--- src/rtl/pwm_gen_pkg.sv ---
package pwm_gen_pkg;

  localparam int REG_W    = 16;
  localparam int ADDR_W   = 3;
  localparam int NUM_REGS = 2 ** ADDR_W;
  localparam int NUM_CH   = 2;

  localparam logic [ADDR_W-1:0] A_CTRL = 3'd0;
  localparam logic [ADDR_W-1:0] A_PRD  = 3'd1;
  localparam logic [ADDR_W-1:0] A_CMPA = 3'd2;
  localparam logic [ADDR_W-1:0] A_CMPB = 3'd3;
  localparam logic [ADDR_W-1:0] A_ACTA = 3'd4;
  localparam logic [ADDR_W-1:0] A_ACTB = 3'd5;
  localparam logic [ADDR_W-1:0] A_CCTL = 3'd6;
  localparam logic [ADDR_W-1:0] A_TRIP = 3'd7;

  typedef enum logic [1:0] {
    CNT_UP     = 2'd0,
    CNT_DOWN   = 2'd1,
    CNT_UPDOWN = 2'd2,
    CNT_FROZEN = 2'd3
  } cnt_mode_e;

  typedef enum logic [1:0] {
    ACT_NONE   = 2'd0,
    ACT_LOW    = 2'd1,
    ACT_HIGH   = 2'd2,
    ACT_TOGGLE = 2'd3
  } act_e;

  // Write strobes from control to datapath
  typedef struct packed {
    logic [NUM_CH-1:0] cmpWr;
    logic [REG_W-1:0]  data;
  } strobe_t;

  // Decoded configuration from control to datapath
  typedef struct packed {
    cnt_mode_e                     mode;
    logic [REG_W-1:0]              prd;
    logic [NUM_CH-1:0][REG_W-1:0]  cmpShadow;
    logic [NUM_CH-1:0]             shadowEn;
    logic [NUM_CH-1:0][1:0]        loadPt;
    act_e [NUM_CH-1:0]             zeroAct;
    act_e [NUM_CH-1:0]             cmpAAct;
    act_e [NUM_CH-1:0]             cmpBAct;
    logic [NUM_CH-1:0][1:0]        tripCode;
  } cfg_t;

endpackage

--- src/rtl/pwm_gen_ctrl.sv ---
module pwm_gen_ctrl
  import pwm_gen_pkg::*;
(
  input  logic              clk,
  input  logic              rstN,
  input  logic              wrEn,
  input  logic [ADDR_W-1:0] wrAddr,
  input  logic [REG_W-1:0]  wrData,
  input  logic [ADDR_W-1:0] rdAddr,
  output logic [REG_W-1:0]  rdData,
  output cfg_t              cfg,
  output strobe_t           stb
);

  logic [REG_W-1:0] regs [NUM_REGS];

  always_ff @(posedge clk or negedge rstN) begin
    if (!rstN) begin
      for (int i = 0; i < NUM_REGS; i++) regs[i] <= '0;
      regs[A_CTRL] <= REG_W'(CNT_FROZEN);
    end else if (wrEn) begin
      regs[wrAddr] <= wrData;
    end
  end

  assign rdData = regs[rdAddr];

  always_comb begin
    cfg.mode         = cnt_mode_e'(regs[A_CTRL][1:0]);
    cfg.prd          = regs[A_PRD];
    cfg.cmpShadow[0] = regs[A_CMPA];
    cfg.cmpShadow[1] = regs[A_CMPB];
    cfg.shadowEn[0]  = regs[A_CCTL][4];
    cfg.shadowEn[1]  = regs[A_CCTL][6];
    cfg.loadPt[0]    = regs[A_CCTL][1:0];
    cfg.loadPt[1]    = regs[A_CCTL][3:2];
    cfg.zeroAct[0]   = act_e'(regs[A_ACTA][1:0]);
    cfg.cmpAAct[0]   = act_e'(regs[A_ACTA][5:4]);
    cfg.cmpBAct[0]   = act_e'(regs[A_ACTA][9:8]);
    cfg.zeroAct[1]   = act_e'(regs[A_ACTB][1:0]);
    cfg.cmpAAct[1]   = act_e'(regs[A_ACTB][5:4]);
    cfg.cmpBAct[1]   = act_e'(regs[A_ACTB][9:8]);
    cfg.tripCode[0]  = regs[A_TRIP][1:0];
    cfg.tripCode[1]  = regs[A_TRIP][3:2];
  end

  assign stb.cmpWr[0] = wrEn && (wrAddr == A_CMPA);
  assign stb.cmpWr[1] = wrEn && (wrAddr == A_CMPB);
  assign stb.data     = wrData;

  // a write shows up on the read port at the same address next cycle
  p_readback_r13: assert property (@(posedge clk) disable iff (!rstN)
    (wrEn && (rdAddr == wrAddr)) |=> (rdData == $past(wrData)));

endmodule

--- src/rtl/pwm_gen_datapath.sv ---
module pwm_gen_datapath
  import pwm_gen_pkg::*;
(
  input  logic              clk,
  input  logic              rstN,
  input  cfg_t              cfg,
  input  strobe_t           stb,
  input  logic              tripIn,
  output logic [NUM_CH-1:0] pwmOut
);

  logic [REG_W-1:0] cnt, cntNxt, prdAct, prdEff;
  logic             dirUp, dirNxt;
  logic             running, cntZero, prdHit, upNow, evZero, evPrd;
  logic [NUM_CH-1:0] evCmp;
  logic [REG_W-1:0] cmpAct [NUM_CH];

  always_comb begin
    cntZero = (cnt == '0);
    // a period written earlier becomes active when the counter is at zero
    prdEff  = cntZero ? cfg.prd : prdAct;
    prdHit  = (cnt == prdEff);
    running = (cfg.mode != CNT_FROZEN);
    upNow   = (cfg.mode == CNT_UP) || ((cfg.mode == CNT_UPDOWN) && dirUp);
    evZero  = running && cntZero;
    evPrd   = running && prdHit;
  end

  always_comb begin
    cntNxt = cnt;
    dirNxt = dirUp;
    case (cfg.mode)
      CNT_UP: begin
        cntNxt = (cnt >= prdEff) ? '0 : cnt + REG_W'(1);
        dirNxt = 1'b1;
      end
      CNT_DOWN: begin
        cntNxt = cntZero ? prdEff : cnt - REG_W'(1);
        dirNxt = 1'b0;
      end
      CNT_UPDOWN: begin
        if (dirUp && (cnt >= prdEff)) begin
          cntNxt = cntZero ? '0 : cnt - REG_W'(1);
          dirNxt = 1'b0;
        end else if (!dirUp && cntZero) begin
          cntNxt = (prdEff == '0) ? '0 : REG_W'(1);
          dirNxt = 1'b1;
        end else begin
          cntNxt = dirUp ? cnt + REG_W'(1) : cnt - REG_W'(1);
        end
      end
      default: begin
        cntNxt = cnt;
        dirNxt = dirUp;
      end
    endcase
  end

  always_ff @(posedge clk or negedge rstN) begin
    if (!rstN) begin
      cnt    <= '0;
      dirUp  <= 1'b1;
      prdAct <= '0;
    end else begin
      cnt    <= cntNxt;
      dirUp  <= dirNxt;
      if (cntZero) prdAct <= cfg.prd;
    end
  end

  // Compare registers: index 0 is compare A, index 1 is compare B
  for (genvar k = 0; k < NUM_CH; k++) begin : g_cmp
    logic shadowLoad;

    always_comb begin
      case (cfg.loadPt[k])
        2'd0:    shadowLoad = evZero;
        2'd1:    shadowLoad = evPrd;
        2'd2:    shadowLoad = evZero || evPrd;
        default: shadowLoad = 1'b0;
      endcase
    end

    always_ff @(posedge clk or negedge rstN) begin
      if (!rstN) begin
        cmpAct[k] <= '0;
      end else if (!cfg.shadowEn[k]) begin
        if (stb.cmpWr[k]) cmpAct[k] <= stb.data;
      end else if (shadowLoad) begin
        cmpAct[k] <= cfg.cmpShadow[k];
      end
    end

    assign evCmp[k] = running && upNow && (cnt == cmpAct[k]);

    // an unbuffered write is in use on the next cycle
    p_immediate_r10: assert property (@(posedge clk) disable iff (!rstN)
      (stb.cmpWr[k] && !cfg.shadowEn[k]) |=> (cmpAct[k] == $past(stb.data)));

    // with load point 3 the buffered value is never taken
    p_shadow_freeze_r11: assert property (@(posedge clk) disable iff (!rstN)
      (cfg.shadowEn[k] && (cfg.loadPt[k] == 2'd3)) |=> $stable(cmpAct[k]));
  end

  // Output action logic, one instance per output
  for (genvar c = 0; c < NUM_CH; c++) begin : g_out
    act_e sel;
    logic forced;
    logic outReg;

    always_comb begin
      if (evCmp[1] && (cfg.cmpBAct[c] != ACT_NONE))      sel = cfg.cmpBAct[c];
      else if (evCmp[0] && (cfg.cmpAAct[c] != ACT_NONE)) sel = cfg.cmpAAct[c];
      else if (evZero)                                   sel = cfg.zeroAct[c];
      else                                               sel = ACT_NONE;
    end

    assign forced = tripIn && (cfg.tripCode[c] != 2'd0);

    always_ff @(posedge clk or negedge rstN) begin
      if (!rstN) begin
        outReg <= 1'b0;
      end else if (forced) begin
        outReg <= (cfg.tripCode[c] == 2'd2);
      end else begin
        case (sel)
          ACT_LOW:    outReg <= 1'b0;
          ACT_HIGH:   outReg <= 1'b1;
          ACT_TOGGLE: outReg <= ~outReg;
          default:    outReg <= outReg;
        endcase
      end
    end

    assign pwmOut[c] = outReg;

    // trip codes 1 and 3 force low, code 2 forces high
    p_trip_low_r12: assert property (@(posedge clk) disable iff (!rstN)
      (tripIn && cfg.tripCode[c][0]) |=> !pwmOut[c]);
    p_trip_high_r12: assert property (@(posedge clk) disable iff (!rstN)
      (tripIn && (cfg.tripCode[c] == 2'd2)) |=> pwmOut[c]);

    // frozen without trip leaves the output alone
    p_frozen_out_r8: assert property (@(posedge clk) disable iff (!rstN)
      ((cfg.mode == CNT_FROZEN) && !tripIn) |=> $stable(pwmOut[c]));
  end

  // the counter never runs past the active period
  p_cnt_range_r2: assert property (@(posedge clk) disable iff (!rstN)
    (cnt != '0) |-> (cnt <= prdAct));

  // in up mode the counter steps by one below the period
  p_up_step_r2: assert property (@(posedge clk) disable iff (!rstN)
    ((cfg.mode == CNT_UP) && !cntZero && (cnt < prdAct)) |=> (cnt == $past(cnt) + REG_W'(1)));

  // frozen mode holds the count
  p_frozen_cnt_r8: assert property (@(posedge clk) disable iff (!rstN)
    (cfg.mode == CNT_FROZEN) |=> $stable(cnt));

endmodule

--- src/rtl/pwm_dual_gen.sv ---
module pwm_dual_gen
  import pwm_gen_pkg::*;
(
  input  logic              clk,
  input  logic              rstN,
  input  logic              wrEn,
  input  logic [ADDR_W-1:0] wrAddr,
  input  logic [REG_W-1:0]  wrData,
  input  logic [ADDR_W-1:0] rdAddr,
  output logic [REG_W-1:0]  rdData,
  input  logic              tripIn,
  output logic              pwmA,
  output logic              pwmB
);

  cfg_t              cfg;
  strobe_t           stb;
  logic [NUM_CH-1:0] pwmOut;

  pwm_gen_ctrl u_ctrl (
    .clk    (clk),
    .rstN   (rstN),
    .wrEn   (wrEn),
    .wrAddr (wrAddr),
    .wrData (wrData),
    .rdAddr (rdAddr),
    .rdData (rdData),
    .cfg    (cfg),
    .stb    (stb)
  );

  pwm_gen_datapath u_dp (
    .clk    (clk),
    .rstN   (rstN),
    .cfg    (cfg),
    .stb    (stb),
    .tripIn (tripIn),
    .pwmOut (pwmOut)
  );

  assign pwmA = pwmOut[0];
  assign pwmB = pwmOut[1];

endmodule

--- config.mk ---
export PLATFORM = sky130hd
export DESIGN_NAME = pwm_dual_gen
export DESIGN_NICKNAME = d
export VERILOG_FILES = /design/src/rtl/pwm_gen_pkg.sv /design/src/rtl/pwm_gen_ctrl.sv /design/src/rtl/pwm_gen_datapath.sv /design/src/rtl/pwm_dual_gen.sv
export SDC_FILE = /design/constraint.sdc
export NUM_CORES = 1
export LEC_CHECK = 0
export ABC_CLOCK_PERIOD_IN_PS = 5800
export BUFFER_PORTS_ARGS = -buffer_cell sky130_fd_sc_hd__buf_4
export CORE_ASPECT_RATIO = 0.75
export CORE_MARGIN = 1.5
export CORE_UTILIZATION = 45
export DETAILED_ROUTE_END_ITERATION = 12
export GPL_TIMING_DRIVEN = 0
export PLACE_DENSITY_LB_ADDON = 0.12
export REMOVE_ABC_BUFFERS = 1
export SETUP_SLACK_MARGIN = 0.5
export SLEW_MARGIN = 10
export SYNTH_ARGS = -nofsm -noshare
export SYNTH_HDL_FRONTEND = slang
export SYNTH_SLANG_ARGS = --single-unit
--- constraint.sdc ---
create_clock -name clk -period 5.8 [get_ports clk]
set_input_delay 0.87 -clock clk [delete_from_list [all_inputs] [get_ports clk]]
set_output_delay 0.87 -clock clk [all_outputs]
set_load 0.02 [all_outputs]
* Word level (Yosys, flattened, before mapping) *
Index checks and enable logic that the tools add are counted.

storage, ports and cells
  register bits = 195
  latch bits = 0
  RAM bits = 0
  memory bits (read-only) = 0
  logic and storage cells = 123
  memories = 0

cells by class
  $add $sub $neg = 2
  multiply operators = 0
  div/mod/pow operators = 0
  order comparisons = 4
  equal/unequal tests = 23
  shift operators = 0
  muxes and demuxes = 36
  bitwise logic cells = 4
  reductions and logical operators = 39

operators with widths
  cell                                                      count
  2-to-1 mux 16 bit                                         16
  bitwise mux 128 bit                                       1
  binary-select mux 16 bit (select 3 bit)                   1
  demux 16 bit (select 3 bit)                               1
  == test 16 bit                                            3
  case mux 16 bit (3 select lines)                          1
  zero test 16 bit                                          2
  == test 2 bit, second input constant                      9
  logical AND 1 bit                                         17
  adder 16 x 1 -> 16 bit, second input constant             1
  greater-or-equal comparator 16 bit                        1
  nonzero test 2 bit                                        8
  subtractor 16 x 1 -> 16 bit, second input constant        1
  case mux 1 bit (3 select lines)                           5
  2-to-1 mux 2 bit                                          6
  == test 2 x 1 -> 1 bit, second input constant             5
  greater-or-equal comparator 4 bit, second input constant  2
  inverter 3 -> 4 bit                                       2
  nonzero test 4 bit                                        2
  == test 3 x 2 -> 1 bit, second input constant             2
  zero test 2 bit                                           3
  AND reduction 2 bit                                       3
  2-to-1 mux 1 bit                                          5
  < comparator 4 x 1 -> 1 bit, second input constant        1
  7 further kinds                                           10

* Longest topological paths before layout *
Gate-level depths: netlist (run 1).

  depth in word-level cells = 11
  gate-level depth with buffers = 24
  gate-level depth less buffers = 17

* Hierarchy *
A second synthesis (run 1) with hierarchy kept.

second synthesis, totals
  cell total of the unflattened synthesis = 1073
  area, all modules = 11925.2 sq um

by module, submodules not included
  module            times used  cells an instance  area an instance (sq um)  seq. area each (sq um)
  pwm_gen_ctrl      1           425                6605.1                    3205.6
  pwm_gen_datapath  1           648                5320.1                    1677.9

* Worst setup path before layout (run 1) *
No wires, ideal clock.

  path kind = flip-flop to flip-flop
  start point = reg u_dp.cnt[0]
  end point = reg u_dp.cmpAct[10] (netlist bit)
  data arrival time = 4.792 ns
  data required time = 5.675 ns
  setup slack = 0.883 ns
  stages on the path, launching flop included = 23
  buffers on the path = 6
  period minus slack after synthesis = 4.917 ns
  cell sequence = dfrtp_1 clkbuf_1 inv_1 ha_1 nor3b_2 nand3_2 nor2_1 clkbuf_1 clkbuf_1 nand2_1 and2_1 ha_1 nand4_1 nor4_1 and4_1 or3_1 buf_2 a21oi_1 o22ai_1 a31o_1 buf_2 buf_6 mux2_4

on the way
  cells in the longest elaborated chain, start to end = 8

RTL lines
  what                                  line                    RTL
  start, declared                       pwm_gen_datapath.sv:12  logic [REG_W-1:0] cnt, cntNxt, prdAct, prdEff;
  start signal, assigned                pwm_gen_datapath.sv:65  cnt <= cntNxt;
  zero test 16 bit                      pwm_gen_datapath.sv:19  cntZero = (cnt == '0);
  2-to-1 mux 16 bit                     --
  == test 16 bit                        pwm_gen_datapath.sv:22  prdHit = (cnt == prdEff);
  logical AND 1 bit                     pwm_gen_datapath.sv:26  evPrd = running && prdHit;
  logical OR 1 bit                      pwm_gen_datapath.sv:79  2'd2: shadowLoad = evZero || evPrd;
  case mux 1 bit (3 select lines) (*)   pwm_gen_datapath.sv:76  case (cfg.loadPt[k])
  != test 2 x 1 -> 1 bit (no line) (*)  --
  AND reduction 2 bit (no line) (*)     --
  end signal, assigned by index         pwm_gen_datapath.sv:88  if (stb.cmpWr[k]) cmpAct[k] <= stb.data;
  end signal, assigned by index         pwm_gen_datapath.sv:90  cmpAct[k] <= cfg.cmpShadow[k];
  end, declared                         pwm_gen_datapath.sv:16  logic [REG_W-1:0] cmpAct [NUM_CH];

Every way passes the cells marked *; elsewhere a longest branch is shown, timed or not.
A chain may end at the register's enable or synchronous reset.

* Worst setup path after layout (run 1) *
  start point = reg u_dp.cnt[1]
  end point = reg u_dp.cnt[13]

on the way
  cells in the longest elaborated chain, start to end = 6

RTL lines
  what                                  line                                            RTL
  zero test 16 bit                      pwm_gen_datapath.sv:19
  2-to-1 mux 16 bit                     --
  greater-or-equal comparator 16 bit    pwm_gen_datapath.sv:34, pwm_gen_datapath.sv:42
  logical AND 1 bit                     pwm_gen_datapath.sv:42                          if (dirUp && (cnt >= prdEff)) begin
  2-to-1 mux 16 bit                     pwm_gen_datapath.sv:42
  case mux 16 bit (3 select lines) (*)  pwm_gen_datapath.sv:32                          case (cfg.mode)

Marked as above.

==> flow_summary.toml, run 1 <==
[status]
status = "finished clean"

[yosys]
syn_avg_cell_area_um2 = 11.3
ys_top_cells_by_count = "dfrtp_1 (192), mux2_2 (186), nand2_1 (64)"
synth_area_leader_cell = "dfrtp_1"
ys_async_sr_fraction = 1.00
yosysTopAreaCellShare = 0.415
yosysWarnings = 0
synth_area_leaders = "dfrtp_1 (41%), mux2_2 (18%), mux4_2 (6.2%)"
synth-seq-cells = 195
syn_inst = 1026
ys_types = 77
synth-main-ff-cell = "dfrtp_1"
syn-cell-area_um2 = 11600
yosysSeqAreaShare = 0.422
yosysMostFrequentCell = "dfrtp_1"
synth-edff-count = 0

[grt]
grt_max_degree = 82
grt_pass1_vias = 8028
globalRouteTotalUtil = 0.241
overflow = 0
antenna_found_initial = 0
grt_first_pass_wirelength_um = 48900

[setup_path]
crit_slowest_cell = "dfrtp_1"
slowest_delay_ns = 0.56
cp_max_fo = 18
cp_num_buf_inv = 3
critPathRequiredTime_ns = 6.13
worst_r2r_endpoint = "u_dp.cnt[13]"
worstPathArrival_ns = 5.48
crit_chain = "inv_1 -> ha_1 -> nor3b_2 -> nand3_2 -> nor2_4 -> buf_8 -> nand2_1 -> and2_1 -> ha_1 -> nand4_1 -> nor4_2 -> and3_1 -> or3_1 -> nor3_4 -> buf_4 -> nand2_2 -> o221a_2 -> a211oi_1"
critPathTopFamily = "simple AND/OR/NAND/NOR gates"
rrSetupSlack_ns = 0.65
endpoint_kind = "flop"
cp-start-kind = "flop"
rr_worst_depth = 18
crit_top_cell = "ha_1"
path_class = "flop to flop"
r2r-start = "u_dp.cnt[1]"

[cells_and_area]
final_cell_count_no_fill = 1376
stdcell_area_um2 = 12900
drive_gt1_frac = 0.355
num_antenna_cells = 0
utilization = 0.513
nFillCells = 2223
finalNetCount = 1077
syn2layout_area_growth_pct = 11.1

[sta]
setup_viol = 0
hold_violations = 0
setup_ws_ns = 0.649
fin_crit_sh = 0.888
maxSlewHeadroom = 0.144
skew_ns = 0.0106
slew_violations = 0
min_period_ns = 5.15
fmax_ghz = 0.194
worstMarginPinSlew_ns = 1.28
rsz0062_at_grt = "false"

[placement]
dp.cells = 1332
portBuffers = 43
dp_hpwl_um = 21300
placed_area_um2 = 12100
dpl_worst_slack_ns = -0.371
place_congestion = 0.877

[floorplan]
die_area_um2 = 26700
coreArea_um2 = 25100
ios = 44
die_w_um = 188
die_h_um = 142
initial_utilization = 0.462
rows = 50

[detailed_routing]
drtIter0Drc = 769
avgViaCountPerCell = 6.02
wire_per_inst_um = 22.6
drc = 0
drt-pass1-iter-count = 5
vias = 8288
postRouteAntennaNets = 0
wl_um = 31100

[power]
vdd_ir_drop_max_v = 0.000254
cellPowerDensity_nw_per_um2 = 484
leakage_nw = 5.42
total_power_w = 0.00623

[clock_tree]
ctsLongestPathBuffers = 2
root_buffer = "clkbuf_16"
cts_hold_buf = 0
cts.sinks = 195
cts_tree = "done"
htreeDepth = 4
clk_latency_ns = 0.44
cts-buffers-inserted = 17
cts.clk_slew.worst_paths_ns = 0.07

[worst_hold_path]
min-delay-path-class = "input port to async pin"

[flow_run]
cap_violations = 0
==> sequential cells by signal, indices dropped and copies added (netlist names) <==
name / count
u_ctrl.regs: 56
u_ctrl.cfg: 72
u_dp.dirUp: 1
u_dp.g_out.outReg: 2
u_dp.cnt: 16
u_dp.prdAct: 16
u_dp.cmpAct: 32
==> through the flow <==
stage,hold slack (ns),TNS [ns]
6_report,0.315,0
2_1_floorplan,0.446,0
5_1_grt,0.322,0
3_5_place_dp,0.472,-8.96
3_3_place_gp,0.462,-54.06
4_1_cts,0.319,0
==> cell type report <==
| cell class | instances | area (µm²) | area share |
|---|---|---|---|
| Multi-Input combinational cell | 706 | 6300 | 0.489 |
| Sequential cell | 195 | 4880 | 0.379 |
| Timing Repair Buffer | 65 | 551 | 0.0428 |
| Clock buffer | 19 | 433 | 0.0336 |
| Tap cell | 338 | 423 | 0.0329 |
| Inverter | 40 | 150 | 0.0117 |
| Clock inverter | 13 | 131 | 0.0102 |
==> report_power, final <==
| group | internal, W | total (W) | switching [W] | leakage (nW) |
|---|---|---|---|---|
| registers | 0.00178 | 0.00231 | 0.000531 | 2.37 |
| clock network | 0.000635 | 0.00118 | 0.000544 | 0.277 |
| logic | 0.00126 | 0.00273 | 0.00148 | 2.77 |
| total | 0.00368 | 0.00623 | 0.00255 | 5.42 |
==> placed cells by master, fill, tap and decap left out, drive strengths merged, types with 5 or more instances in the layout <==
master	count
a21o	10
xnor2	36
clkbuf	19
buf	65
mux2i	7
and2	6
or3	11
o21ai	22
clkinv	6
nand3	28
ha	26
a31oi	19
nor4	9
nand4	13
mux2	206
o211ai	8
nand2	65
a22oi	5
xor2	12
dfrtp	192
inv	43
and3	5
a211oi	11
a21oi	38
nor3	20
mux4	32
o22ai	8
nor2	43
==> worst max-delay path by stage <==
stage | start | to | slack [ns] | cells after the start
2_1_floorplan | u_dp.cnt[0] | u_dp.cmpAct[0] | 0.65 | 17
3_3_place_gp | u_dp.cnt[0] | u_dp.cmpAct[4] | -1.29 | 16
3_5_place_dp | u_dp.cnt[0] | u_dp.cnt[6] | -0.37 | 15
4_1_cts | u_dp.cnt[0] | u_dp.cnt[6] | 0.38 | 17
5_1_grt | u_dp.cnt[1] | u_dp.cmpAct[0] | 0.50 | 18
6_report | u_dp.cnt[1] | u_dp.cnt[13] | 0.65 | 18
==> cell families (layout without fill, tap and decap cells) <==
group                      count (synthesis)  in the layout  synth area share
and+or+nand+nor                          223            223            0.0996
buffers and inverters                    126            137            0.0444
AOI/OAI and AO/OA                        163            164            0.0950
DFF                                      195            195             0.422
xor gates and xnor gates                  48             48            0.0363
adders and majority gates                 26             26            0.0281
muxes                                    245            245             0.275
==> routing by layer <==
metal	GRT usage	up-vias	share of wire
met1	0.368	4175	0.50
met2	0.343	321	0.42
met4	0.0518	0	0.012
li1	-	3762	-
met5	0	-	0
met3	0.0614	30	0.072
==> what timing repair did <==
action,CTS,global route
endpoints found under the setup margin,49,48
gates resized for setup,11,10
pin swaps,1,4
buffers inserted,0,11
cloned,0,1
No activity file was read; power rests on OpenSTA's default activity.
==> inputs of run 2 (changes only) <==
Settings changed: CELL_PAD_IN_SITES_DETAIL_PLACEMENT set to 1, CELL_PAD_IN_SITES_GLOBAL_PLACEMENT set to 1.
==> flow_summary.toml, run 2 (synthesis results as in run 1) <==
[detailed_routing]
wire_per_inst_um = 25.6
avgViaCountPerCell = 6.16
vias = 8519
wl_um = 35400
drc = 0
postRouteAntennaNets = 0
drt-pass1-iter-count = 5
drtIter0Drc = 783

[worst_hold_path]
min-delay-path-class = "input port to async pin"

[grt]
grt_pass1_vias = 8798
globalRouteTotalUtil = 0.273
grt_max_degree = 89
overflow = 0
antenna_found_initial = 0
grt_first_pass_wirelength_um = 54700

[setup_path]
cp_num_buf_inv = 3
cp_max_fo = 17
critPathRequiredTime_ns = 6.16
slowest_delay_ns = 0.53
crit_slowest_cell = "dfrtp_2"
cp-start-kind = "flop"
critPathTopFamily = "simple AND/OR/NAND/NOR gates"
endpoint_kind = "flop"
crit_chain = "inv_1 -> ha_1 -> nor3b_4 -> nand3_2 -> nor2_4 -> buf_12 -> buf_4 -> mux2i_1 -> ha_1 -> nand4_1 -> nor4_2 -> and3_1 -> or3_1 -> nor2_4 -> nand2_1 -> or3_1 -> a41oi_1"
worstPathArrival_ns = 5.48
path_class = "flop to flop"
rrSetupSlack_ns = 0.68

[sta]
maxSlewHeadroom = 0.229
setup_ws_ns = 0.678
min_period_ns = 5.12
slew_violations = 0
fmax_ghz = 0.195
worstMarginPinSlew_ns = 1.15
hold_violations = 0
fin_crit_sh = 0.883
rsz0062_at_grt = "true"
skew_ns = 0.0163
holdWs_ns = 0.307
setup_viol = 0

[clock_tree]
root_buffer = "clkbuf_16"
cts.sinks = 195
cts_tree = "done"
clk_latency_ns = 0.45
cts-buffers-inserted = 17
ctsLongestPathBuffers = 2
cts_hold_buf = 0
cts.clk_slew.worst_paths_ns = 0.07
htreeDepth = 4

[placement]
place_congestion = 0.847
dp_hpwl_um = 23700
dpl_worst_slack_ns = -0.600
dp.cells = 1331
portBuffers = 43

[power]
cellPowerDensity_nw_per_um2 = 499
vdd_ir_drop_max_v = 0.000284
total_power_w = 0.00650
leakage_nw = 5.47

[floorplan]
die_w_um = 188
ios = 44
die_area_um2 = 26700
die_h_um = 142
rows = 50
initial_utilization = 0.462
coreArea_um2 = 25100

[cells_and_area]
drive_gt1_frac = 0.359
num_antenna_cells = 0
final_cell_mix = "dfrtp_1 (191), mux2_2 (186), buf_4 (64), nand2_1 (63)"
largest_reg_flops = 72
finalNetCount = 1086
mostFrequentLayoutCell = "dfrtp_1"
syn2layout_area_growth_pct = 12.4
utilization = 0.519
final_cell_count_no_fill = 1384

[flow_run]
cap_violations = 0

[status]
status = "finished clean"
run 2: changes by cell type in the layout (fill, tap and decap cells not counted), sizes merged:
cell,change
bufinv,+1
nor2,+1
clkbuf,+4
buf,+8
inv,-2
clkinv,-3
clkinvlp,-1
run 2: worst paths after layout:
check                               from              endpoint  cells after the start
max reg2reg                  u_dp.cnt[0]          u_dp.cnt[10]                     17
min reg2reg                u_ctrl.cfg[2]  u_dp.g_out[1].outReg                      1
min                                 rstN  u_dp.g_out[0].outReg                      1
min in group clk           u_ctrl.cfg[2]  u_dp.g_out[1].outReg                      1
max in group asynchronous           rstN        u_ctrl.cfg[50]                      3
max                          u_dp.cnt[0]          u_dp.cnt[10]                     17
run 2: stage by stage:
step	instance area [µm²]	TNS [ns]
finish	13000	0
global route	13000	0
CTS	12900	0
detailed placement	12100	-19.81
global placement	12000	-68.52
floorplan	11200	0
run 2: layer usage:
layer  global-route usage  vias up  wire length, µm
met3               0.0510       17             1970
met4               0.0413        0              230
met5                    0        -                0
met1                0.415     4478            17400
li1                     -     3780                -
met2                0.412      244            15800
run 2: timing repair:
action | 4_1_cts | 5_1_grt
resized for setup | 10 | 9
endpoints found under the setup margin | 49 | 49
cloned | 1 | 1
pin swaps | 2 | 4
setup buffers | 10 | 6
run 2: power breakdown:
part / total [W] / leakage [nW] / internal, W / switching, W
Sequential: 0.00233 / 2.37 / 0.00178 / 0.000549
Combinational: 0.00291 / 2.80 / 0.00129 / 0.00163
Clock: 0.00125 / 0.294 / 0.000713 / 0.000539
Total: 0.00650 / 5.47 / 0.00378 / 0.00272
run 2: area by class of cell:
cell class	instances	area [µm²]
multi-input cells	707	6320
clock inverters	8	125
flip-flops and latches	195	4880
fillers	2585	12100
clock buffers	23	478
inverters	40	150
well taps	338	423
repair buffers	73	634
